$ cat src/rtl/mbus_pkg.sv
package mbus_pkg;

    typedef enum logic [2:0] {
        TS_IDLE,
        TS_T1,
        TS_T2,
        TS_T3,
        TS_TW,
        TS_T4
    } tstate_t;

    // which request byte travels on which half of the data lines
    typedef enum logic [1:0] {
        LN_FULL,    // both bytes, natural order
        LN_B0_LO,   // request byte 0 on the low lane
        LN_B0_HI,   // request byte 0 on the high lane
        LN_B1_LO    // request byte 1 on the low lane
    } lane_t;

    localparam logic S7_LEVEL = 1'b0;

endpackage

$ cat src/rtl/mbus_split.sv
module mbus_split
    import mbus_pkg::*;
#(
    parameter int ADDR_W = 20
) (
    input  logic [ADDR_W-1:0] base_addr,
    input  logic              is_word,
    input  logic              part,
    output logic [ADDR_W-1:0] cyc_addr,
    output logic              cyc_bhe_n,
    output lane_t             lane,
    output logic              last_part
);

    logic odd;

    assign odd       = base_addr[0];
    assign last_part = !(is_word && odd) || part;
    assign cyc_addr  = base_addr + ADDR_W'(part);

    always_comb begin
        if (!is_word) begin
            cyc_bhe_n = ~odd;
            lane      = odd ? LN_B0_HI : LN_B0_LO;
        end else if (!odd) begin
            cyc_bhe_n = 1'b0;
            lane      = LN_FULL;
        end else if (!part) begin
            cyc_bhe_n = 1'b0;
            lane      = LN_B0_HI;
        end else begin
            cyc_bhe_n = 1'b1;
            lane      = LN_B1_LO;
        end
    end

endmodule

$ cat src/rtl/mbus_tseq.sv
module mbus_tseq
    import mbus_pkg::*;
(
    input  logic    clk,
    input  logic    rst,
    input  logic    start,
    input  logic    ready,
    input  logic    last_part,
    output tstate_t state,
    output logic    part,
    output logic    capture,
    output logic    finish
);

    tstate_t nxt;

    always_ff @(posedge clk) begin
        if (rst) begin
            state <= TS_IDLE;
        end else begin
            state <= nxt;
        end
    end

    always_comb begin
        nxt = state;
        unique case (state)
            TS_IDLE: if (start) nxt = TS_T1;
            TS_T1:   nxt = TS_T2;
            TS_T2:   nxt = TS_T3;
            TS_T3,
            TS_TW:   nxt = ready ? TS_T4 : TS_TW;
            TS_T4:   nxt = last_part ? TS_IDLE : TS_T1;
            default: nxt = TS_IDLE;
        endcase
    end

    always_ff @(posedge clk) begin
        if (rst) begin
            part <= 1'b0;
        end else if (start) begin
            part <= 1'b0;
        end else if (state == TS_T4) begin
            part <= !last_part;
        end
    end

    assign capture = ((state == TS_T3) || (state == TS_TW)) && ready;
    assign finish  = (state == TS_T4) && last_part;

    // fixed progression through the first states
    a_r8_t1_then_t2: assert property (@(posedge clk) disable iff (rst)
        state == TS_T1 |=> state == TS_T2);
    // low READY holds the cycle in wait states
    a_r8_wait_on_low: assert property (@(posedge clk) disable iff (rst)
        ((state == TS_T3 || state == TS_TW) && !ready) |=> state == TS_TW);
    // high READY ends the cycle one clock later
    a_r8_end_on_high: assert property (@(posedge clk) disable iff (rst)
        ((state == TS_T3 || state == TS_TW) && ready) |=> state == TS_T4);
    // a second part only follows a first one
    a_r5_part_after_t4: assert property (@(posedge clk) disable iff (rst)
        $rose(part) |-> $past(state) == TS_T4);

endmodule

$ cat src/rtl/mbus_rcap.sv
module mbus_rcap
    import mbus_pkg::*;
#(
    parameter int DATA_W = 16
) (
    input  logic              clk,
    input  logic              rst,
    input  logic              clear,
    input  logic              capture,
    input  lane_t             lane,
    input  logic [DATA_W-1:0] ad_in,
    output logic [DATA_W-1:0] rdata
);

    localparam int BYTE_W = DATA_W / 2;

    always_ff @(posedge clk) begin
        if (rst || clear) begin
            rdata <= '0;
        end else if (capture) begin
            unique case (lane)
                LN_FULL:  rdata <= ad_in;
                LN_B0_LO: rdata[BYTE_W-1:0] <= ad_in[BYTE_W-1:0];
                LN_B0_HI: rdata[BYTE_W-1:0] <= ad_in[DATA_W-1:BYTE_W];
                LN_B1_LO: rdata[DATA_W-1:BYTE_W] <= ad_in[BYTE_W-1:0];
                default:  rdata <= rdata;
            endcase
        end
    end

    // an idle capture leaves the data alone
    a_r9_hold_without_capture: assert property (@(posedge clk) disable iff (rst)
        (!capture && !clear) |=> $stable(rdata));

endmodule

$ cat src/rtl/mux_bus_master.sv
module mux_bus_master
    import mbus_pkg::*;
#(
    parameter int ADDR_W = 20,
    parameter int DATA_W = 16
) (
    input  logic                     clk,
    input  logic                     rst,
    input  logic                     req_valid,
    input  logic [ADDR_W-1:0]        req_addr,
    input  logic                     req_word,
    input  logic                     req_write,
    input  logic [DATA_W-1:0]        req_wdata,
    input  logic [1:0]               req_seg,
    input  logic                     req_ie,
    output logic [DATA_W-1:0]        rsp_rdata,
    output logic                     rsp_done,
    output logic [DATA_W-1:0]        ad_out,
    output logic                     ad_oe,
    input  logic [DATA_W-1:0]        ad_in,
    output logic [ADDR_W-DATA_W-1:0] a_st,
    output logic                     bhe_st,
    output logic                     rd_n,
    output logic                     ale,
    input  logic                     ready
);

    localparam int HI_W   = ADDR_W - DATA_W;
    localparam int BYTE_W = DATA_W / 2;

    tstate_t           state;
    logic              part;
    logic              capture;
    logic              finish;
    logic              start;
    logic              last_part;
    logic [ADDR_W-1:0] cyc_addr;
    logic              cyc_bhe_n;
    lane_t             lane;

    logic [ADDR_W-1:0] addr_q;
    logic              word_q;
    logic              wr_q;
    logic [DATA_W-1:0] wd_q;
    logic [1:0]        seg_q;
    logic              ie_q;
    logic              done_q;
    logic [DATA_W-1:0] lane_wdata;
    logic [HI_W-1:0]   status;

    assign start = req_valid && (state == TS_IDLE);

    always_ff @(posedge clk) begin
        if (rst) begin
            addr_q <= '0;
            word_q <= 1'b0;
            wr_q   <= 1'b0;
            wd_q   <= '0;
            seg_q  <= 2'b00;
            ie_q   <= 1'b0;
        end else if (start) begin
            addr_q <= req_addr;
            word_q <= req_word;
            wr_q   <= req_write;
            wd_q   <= req_wdata;
            seg_q  <= req_seg;
            ie_q   <= req_ie;
        end
    end

    always_ff @(posedge clk) begin
        if (rst) begin
            done_q <= 1'b0;
        end else begin
            done_q <= finish;
        end
    end

    mbus_split #(.ADDR_W(ADDR_W)) u_split (
        .base_addr (addr_q),
        .is_word   (word_q),
        .part      (part),
        .cyc_addr  (cyc_addr),
        .cyc_bhe_n (cyc_bhe_n),
        .lane      (lane),
        .last_part (last_part)
    );

    mbus_tseq u_tseq (
        .clk       (clk),
        .rst       (rst),
        .start     (start),
        .ready     (ready),
        .last_part (last_part),
        .state     (state),
        .part      (part),
        .capture   (capture),
        .finish    (finish)
    );

    mbus_rcap #(.DATA_W(DATA_W)) u_rcap (
        .clk     (clk),
        .rst     (rst),
        .clear   (start),
        .capture (capture && !wr_q),
        .lane    (lane),
        .ad_in   (ad_in),
        .rdata   (rsp_rdata)
    );

    always_comb begin
        lane_wdata = '0;
        unique case (lane)
            LN_FULL:  lane_wdata = wd_q;
            LN_B0_LO: lane_wdata[BYTE_W-1:0] = wd_q[BYTE_W-1:0];
            LN_B0_HI: lane_wdata[DATA_W-1:BYTE_W] = wd_q[BYTE_W-1:0];
            LN_B1_LO: lane_wdata[BYTE_W-1:0] = wd_q[DATA_W-1:BYTE_W];
            default:  lane_wdata = '0;
        endcase
    end

    always_comb begin
        status    = '0;
        status[0] = seg_q[0];
        status[1] = seg_q[1];
        status[2] = ie_q;
    end

    always_comb begin
        ad_out = '0;
        ad_oe  = 1'b0;
        a_st   = '0;
        bhe_st = 1'b1;
        rd_n   = 1'b1;
        ale    = 1'b0;
        unique case (state)
            TS_IDLE: begin
            end
            TS_T1: begin
                ale    = 1'b1;
                ad_oe  = 1'b1;
                ad_out = cyc_addr[DATA_W-1:0];
                a_st   = cyc_addr[ADDR_W-1:DATA_W];
                bhe_st = cyc_bhe_n;
            end
            TS_T2, TS_T3, TS_TW: begin
                a_st   = status;
                bhe_st = S7_LEVEL;
                ad_oe  = wr_q;
                ad_out = wr_q ? lane_wdata : '0;
                rd_n   = wr_q;
            end
            TS_T4: begin
                a_st   = status;
                bhe_st = S7_LEVEL;
                ad_oe  = wr_q;
                ad_out = wr_q ? lane_wdata : '0;
            end
            default: begin
            end
        endcase
    end

    assign rsp_done = done_q;

    // the latch strobe never overlaps a read strobe and always drives the lines
    a_r1_ale_drives_addr: assert property (@(posedge clk) disable iff (rst)
        ale |-> (ad_oe && rd_n));
    // the latch strobe lasts a single clock
    a_r1_ale_one_clock: assert property (@(posedge clk) disable iff (rst)
        ale |=> !ale);
    // the read strobe only while the lines are released
    a_r6_read_floats: assert property (@(posedge clk) disable iff (rst)
        !rd_n |-> !ad_oe);
    // completion is a single pulse
    a_r10_done_single: assert property (@(posedge clk) disable iff (rst)
        rsp_done |=> !rsp_done);
    // the latched request is untouched while busy
    a_r11_busy_holds_request: assert property (@(posedge clk) disable iff (rst)
        (state != TS_IDLE) |=> ($stable(addr_q) && $stable(wr_q) && $stable(word_q)));
    // a write keeps the lines driven for the whole cycle
    a_r7_write_drives: assert property (@(posedge clk) disable iff (rst)
        (state != TS_IDLE && wr_q) |-> ad_oe);

endmodule

$ cat config.mk
export PLATFORM = sky130hd
export DESIGN_NAME = mux_bus_master
export DESIGN_NICKNAME = d
export VERILOG_FILES = /design/src/rtl/mbus_pkg.sv /design/src/rtl/mbus_split.sv /design/src/rtl/mbus_tseq.sv /design/src/rtl/mbus_rcap.sv /design/src/rtl/mux_bus_master.sv
export SDC_FILE = /design/constraint.sdc
export NUM_CORES = 1
export LEC_CHECK = 0
export ABC_AREA = 1
export BUFFER_PORTS_ARGS = -buffer_cell sky130_fd_sc_hd__buf_2
export CAP_MARGIN = 0
export CORE_AREA = 2 2 123 125
export DETAILED_ROUTE_END_ITERATION = 8
export DIE_AREA = 0 0 125 127
export GPL_ROUTABILITY_DRIVEN = 0
export PLACE_DENSITY = 0.48
export SLEW_MARGIN = 10
export SYNTH_ARGS = -nofsm -noshare
export SYNTH_HDL_FRONTEND = slang
export SYNTH_SLANG_ARGS = --single-unit
$ cat constraint.sdc
create_clock -name clk -period 2.2 [get_ports clk]
set_clock_uncertainty 0.05 [all_clocks]
set_input_delay 0.44 -clock clk [delete_from_list [all_inputs] [get_ports clk]]
set_output_delay 0.44 -clock clk [all_outputs]
set_load 0.02 [all_outputs]
==> flow_results.org <==
** Logic synthesis
- Number of synthesized register bits :: 62
- The synthesized netlist occupies a cell area of 3567 um2.
- The top cell type by area accounts for 34.79% of the synthesized area.
- Library cell with the largest summed area after synthesis :: dfxtp_1
- Synthesis produced a netlist whose cell count is 539.
- A synthesized cell averages 6.618 um2.
- The synthesized netlist contains 30 unique library cells.
- Share of the yosys chip area belonging to registers :: 34.79%
- Synthesis Warnings :: 0
- Post-Synthesis Net Count :: 602
- Yosys attributes the largest share of cell area to dfxtp_1, nand2_1, o21ai_0.

** Routing
- Summed over all layers, the routed wires come to 11.70 mm.
- Number of nets with antenna violations after detailed routing :: 0
- After detailed routing, the average wire length per cell comes to 13.86 um.
- For this block, the initial DRC count from the detailed router was 195.
- First-pass iteration count of the detailed router :: 5
- The routed layout has 3783 vias.
- Post-detailed-route DRC marker count :: 0
- Using the TritonRoute via totals, the vias-per-cell ratio works out to 4.482.

** Pwr
- Cell internal power was estimated by the tool at 0.003028 W.
- Sequential fraction of design power :: 33.1%
- For this design the ratio of total power to cell area is 944.7 nW/um2.
- IR Drop Worst-Case VDD :: 0.0004089 V
- Combinational logic is responsible for 34.0% of the overall power.
- In this run the static leakage power is 2.247 nW.
- P_sw :: 0.001752 W
- In this run, the clock network consumes 33.0% of the power.
- Of the total power, the share spent switching nets is 36.65%.

** Worst setup path
- Max FO, Critical Path :: 5
- Startpoint type of the worst setup path :: register
- Endpoint arrival time on the critical path :: 1.79 ns
- STA puts the critical path data required time at 1.71 ns.
- Worst Path Class, Setup :: reg -> out
- STA classifies the critical path endpoint as a primary output.

** Timing
- Maximum clock frequency :: 439.0 MHz
- Max-slew violations :: 0
- Worst-margin pin slew :: 0.4367 ns
- Number of endpoints with negative hold slack in the final report :: 0
- On the final layout, the worst hold slack is 0.2414 ns.
- Max_slew headroom :: 70.89%
- Setup slack on the critical path of the routed design comes to -0.07796 ns.
- Subtracting the final worst setup slack from the clock period gives 2.278 ns.
- Of the available clock period, the critical path in the final layout requires 103.5%.
- Setup repair after global routing could not meet its margin everywhere.
- Final setup viols :: 14

** Global route
- Wire length of the first global-routing pass :: 18.37 mm
- Global routing consumed, over all layers together, 14.70% of the routing resources.
- The number of global-route vias before repair is 3611.
- After global routing the overflow that remains totals 0.
- Entering global routing, the biggest net connects 52 pins.
- Antenna violations before repair :: 0

** Cells and area
- Fraction of final layout cells with drive strength greater than 1 :: 35.45%
- For this run, the post-layout net count is 718.
- Number of inserted diodes :: 0
- Utilization after layout :: 35.08%
- From synthesis to final layout, the design area changed by 41.84%.

** Clock network
- H-tree depth :: 3
- Number of buffers on the longest clock path :: 2
- TritonCTS built the clock tree.
- The clock reaches the later pin of the worst-skew pair after 0.34 ns.
- Clock net sink count :: 62
- Counting the buffers created by CTS gives 9.
- Root buffer cell :: clkbuf_16
- After clock tree synthesis, the flow added hold-fix buffers numbering 0.
- Clock-pin slew was measured on the worst setup and hold paths at 0.05 ns.

** Floorplanning
- The floorplan step defined a die boundary enclosing 15880 um2.
- Area of the core :: 14420 um2
- Once the floorplan was initialized, standard cells occupied 24.73% of the core.
- Overall die height :: 127 um
- 102 I/O pins were placed.
- The die is 125 um wide.
- After floorplanning, the core was divided into 44 placement rows.

** Placement
- After legalization and detailed placement, the total HPWL measured 8.716 mm.
- The count of buffers added on input and output ports is 101.

** Status
- Status :: finished, violations left
- The final reports fail on setup timing.

** Min path
- The worst hold path belongs to the class in -> reg.

** Run
- Across the run, the number of max-cap violations was 0.
-- path summary, 6_finish.rpt --
| path | to | slack [ns] | from | cells past startpoint |
|---|---|---|---|---|
| hold / removal | u_tseq.state[2] | 0.24 | rst | 2 |
| setup / recovery | ad_out[15] | -0.08 | u_tseq.part | 8 |
| hold reg to reg | ie_q | 0.40 | ie_q | 2 |
| setup reg to reg | u_rcap.rdata[10] | 0.40 | addr_q[0] | 11 |
-- critical path: stages (launching register included) --
cell,delay [ns]
dfxtp_4,0.38
ha_4,0.19
nand3_4,0.14
nor2_4,0.18
nand4_1,0.13
nand2_1,0.11
nand3_2,0.10
nand2_2,0.09
buf_6,0.12
-- power groups by stage --
stage	clock, W	combinational, W	sequential, W
2_1_floorplan	0	0.000996	0.00151
3_3_place_gp	0	0.00141	0.00155
3_5_place_dp	0	0.00142	0.00155
4_1_cts	0.00162	0.00158	0.00155
5_1_grt	0.00168	0.00180	0.00161
6_report	0.00158	0.00162	0.00158
-- cells in the final DEF (no fill, tap or decap), types with 2 or more instances in the layout --
master     Yosys  final
clkbuf_8       1      3
inv_1         78     72
o21ai_2       12     16
nand2_4        1      2
bufinv_16      0      2
nand2_1      116    106
buf_4          2     26
a22oi_1       12      5
inv_2          6     10
buf_6          8     18
a21oi_1       44     44
ha_4           0      2
dfxtp_4        0      5
o22ai_2        0      2
nor2_2         3      7
o21bai_1       4      4
dfxtp_2        0      5
nand3_2        5      6
o21ai_1        2      5
clkbuf_16      0      9
nand2_2        3     12
a22oi_2        0      7
nor2_1        57     48
dfxtp_1       62     52
nand4_1        5      5
nor2_4         4     10
nand3_4        0      3
nor3_1         2      2
inv_4          0      2
o21ai_0       60     53
nand3_1       28     24
o22ai_1        5      3
buf_2          2     82
-- metal layers --
metal / vias to the layer above / track usage, % / part of all wire, %
met4: 0 / 7.320 / 2.8
met2: 88 / 22.63 / 45
met3: 23 / 3.183 / 4.0
met1: 1695 / 19.54 / 48
met5: - / 0 / 0
li1: 1977 / - / -
-- synthesized netlist by cell type --
cell type / n
a21oi_1: 44
a21oi_4: 1
a22oi_1: 12
buf_2: 2
buf_4: 2
buf_6: 8
clkbuf_1: 11
clkbuf_8: 1
dfxtp_1: 62
ha_1: 2
inv_1: 78
inv_2: 6
nand2_1: 116
nand2_2: 3
nand2_4: 1
nand3_1: 28
nand3_2: 5
nand4_1: 5
nand4_4: 1
nor2_1: 57
nor2_2: 3
nor2_4: 4
nor3_1: 2
o211ai_1: 1
o21ai_0: 60
o21ai_1: 2
o21ai_2: 12
o21bai_1: 4
o22ai_1: 5
xnor2_1: 1
-- metrics by stage --
stage                     power, W  TNS (ns)  setup WS [ns]  area [um2]  instances
after floorplan           0.002506         0         0.1498        3567        539
after global placement    0.002958         0        0.03452        4265        816
after detailed placement  0.002971         0       0.005186        4265        816
after CTS                 0.004762   -0.8263       -0.07092        4951        841
after global routing      0.005089    -2.108        -0.1479        5060        844
final                     0.004780   -0.5941       -0.07796        5060        844
-- sequential cells by signal (all words and copies together), names as in the netlist --
signal / cells
rsp_done: 1
word_q: 1
seg_q: 2
ie_q: 1
u_tseq.state: 3
wr_q: 1
addr_q: 20
wd_q: 16
u_tseq.part: 1
u_rcap.rdata: 16
-- logic make-up (layout without fill, tap and decap cells) --
| group | count (synthesis) | in the layout | synth area share, % |
|---|---|---|---|
| fa+ha+maj | 2 | 2 | 0.7014 |
| simple gates | 225 | 227 | 27.92 |
| xor+xnor | 1 | 1 | 0.2456 |
| buf+inv | 108 | 227 | 13.61 |
| compound gates | 141 | 141 | 22.73 |
| flops | 62 | 62 | 34.79 |
-- area by class of cell --
class | count | area (um2)
inverters | 84 | 320.3
clock buffers | 13 | 270.3
repair buffers | 127 | 828.3
fillers | 1599 | 9364
clock inverters | 3 | 65.06
flip-flops and latches | 62 | 1266
multi-input cells | 371 | 2079
well taps | 184 | 230.2
-- what timing repair did --
| action | CTS | global route |
|---|---|---|
| resized for setup | 89 | 29 |
| setup endpoints to repair | 22 | 21 |
| buffers inserted | 10 | 2 |
| cloned | 1 | 1 |
| endpoints found under the hold margin | 0 | 0 |
| pin swaps | 23 | 19 |
No activity file was read; power rests on OpenSTA's default activity.
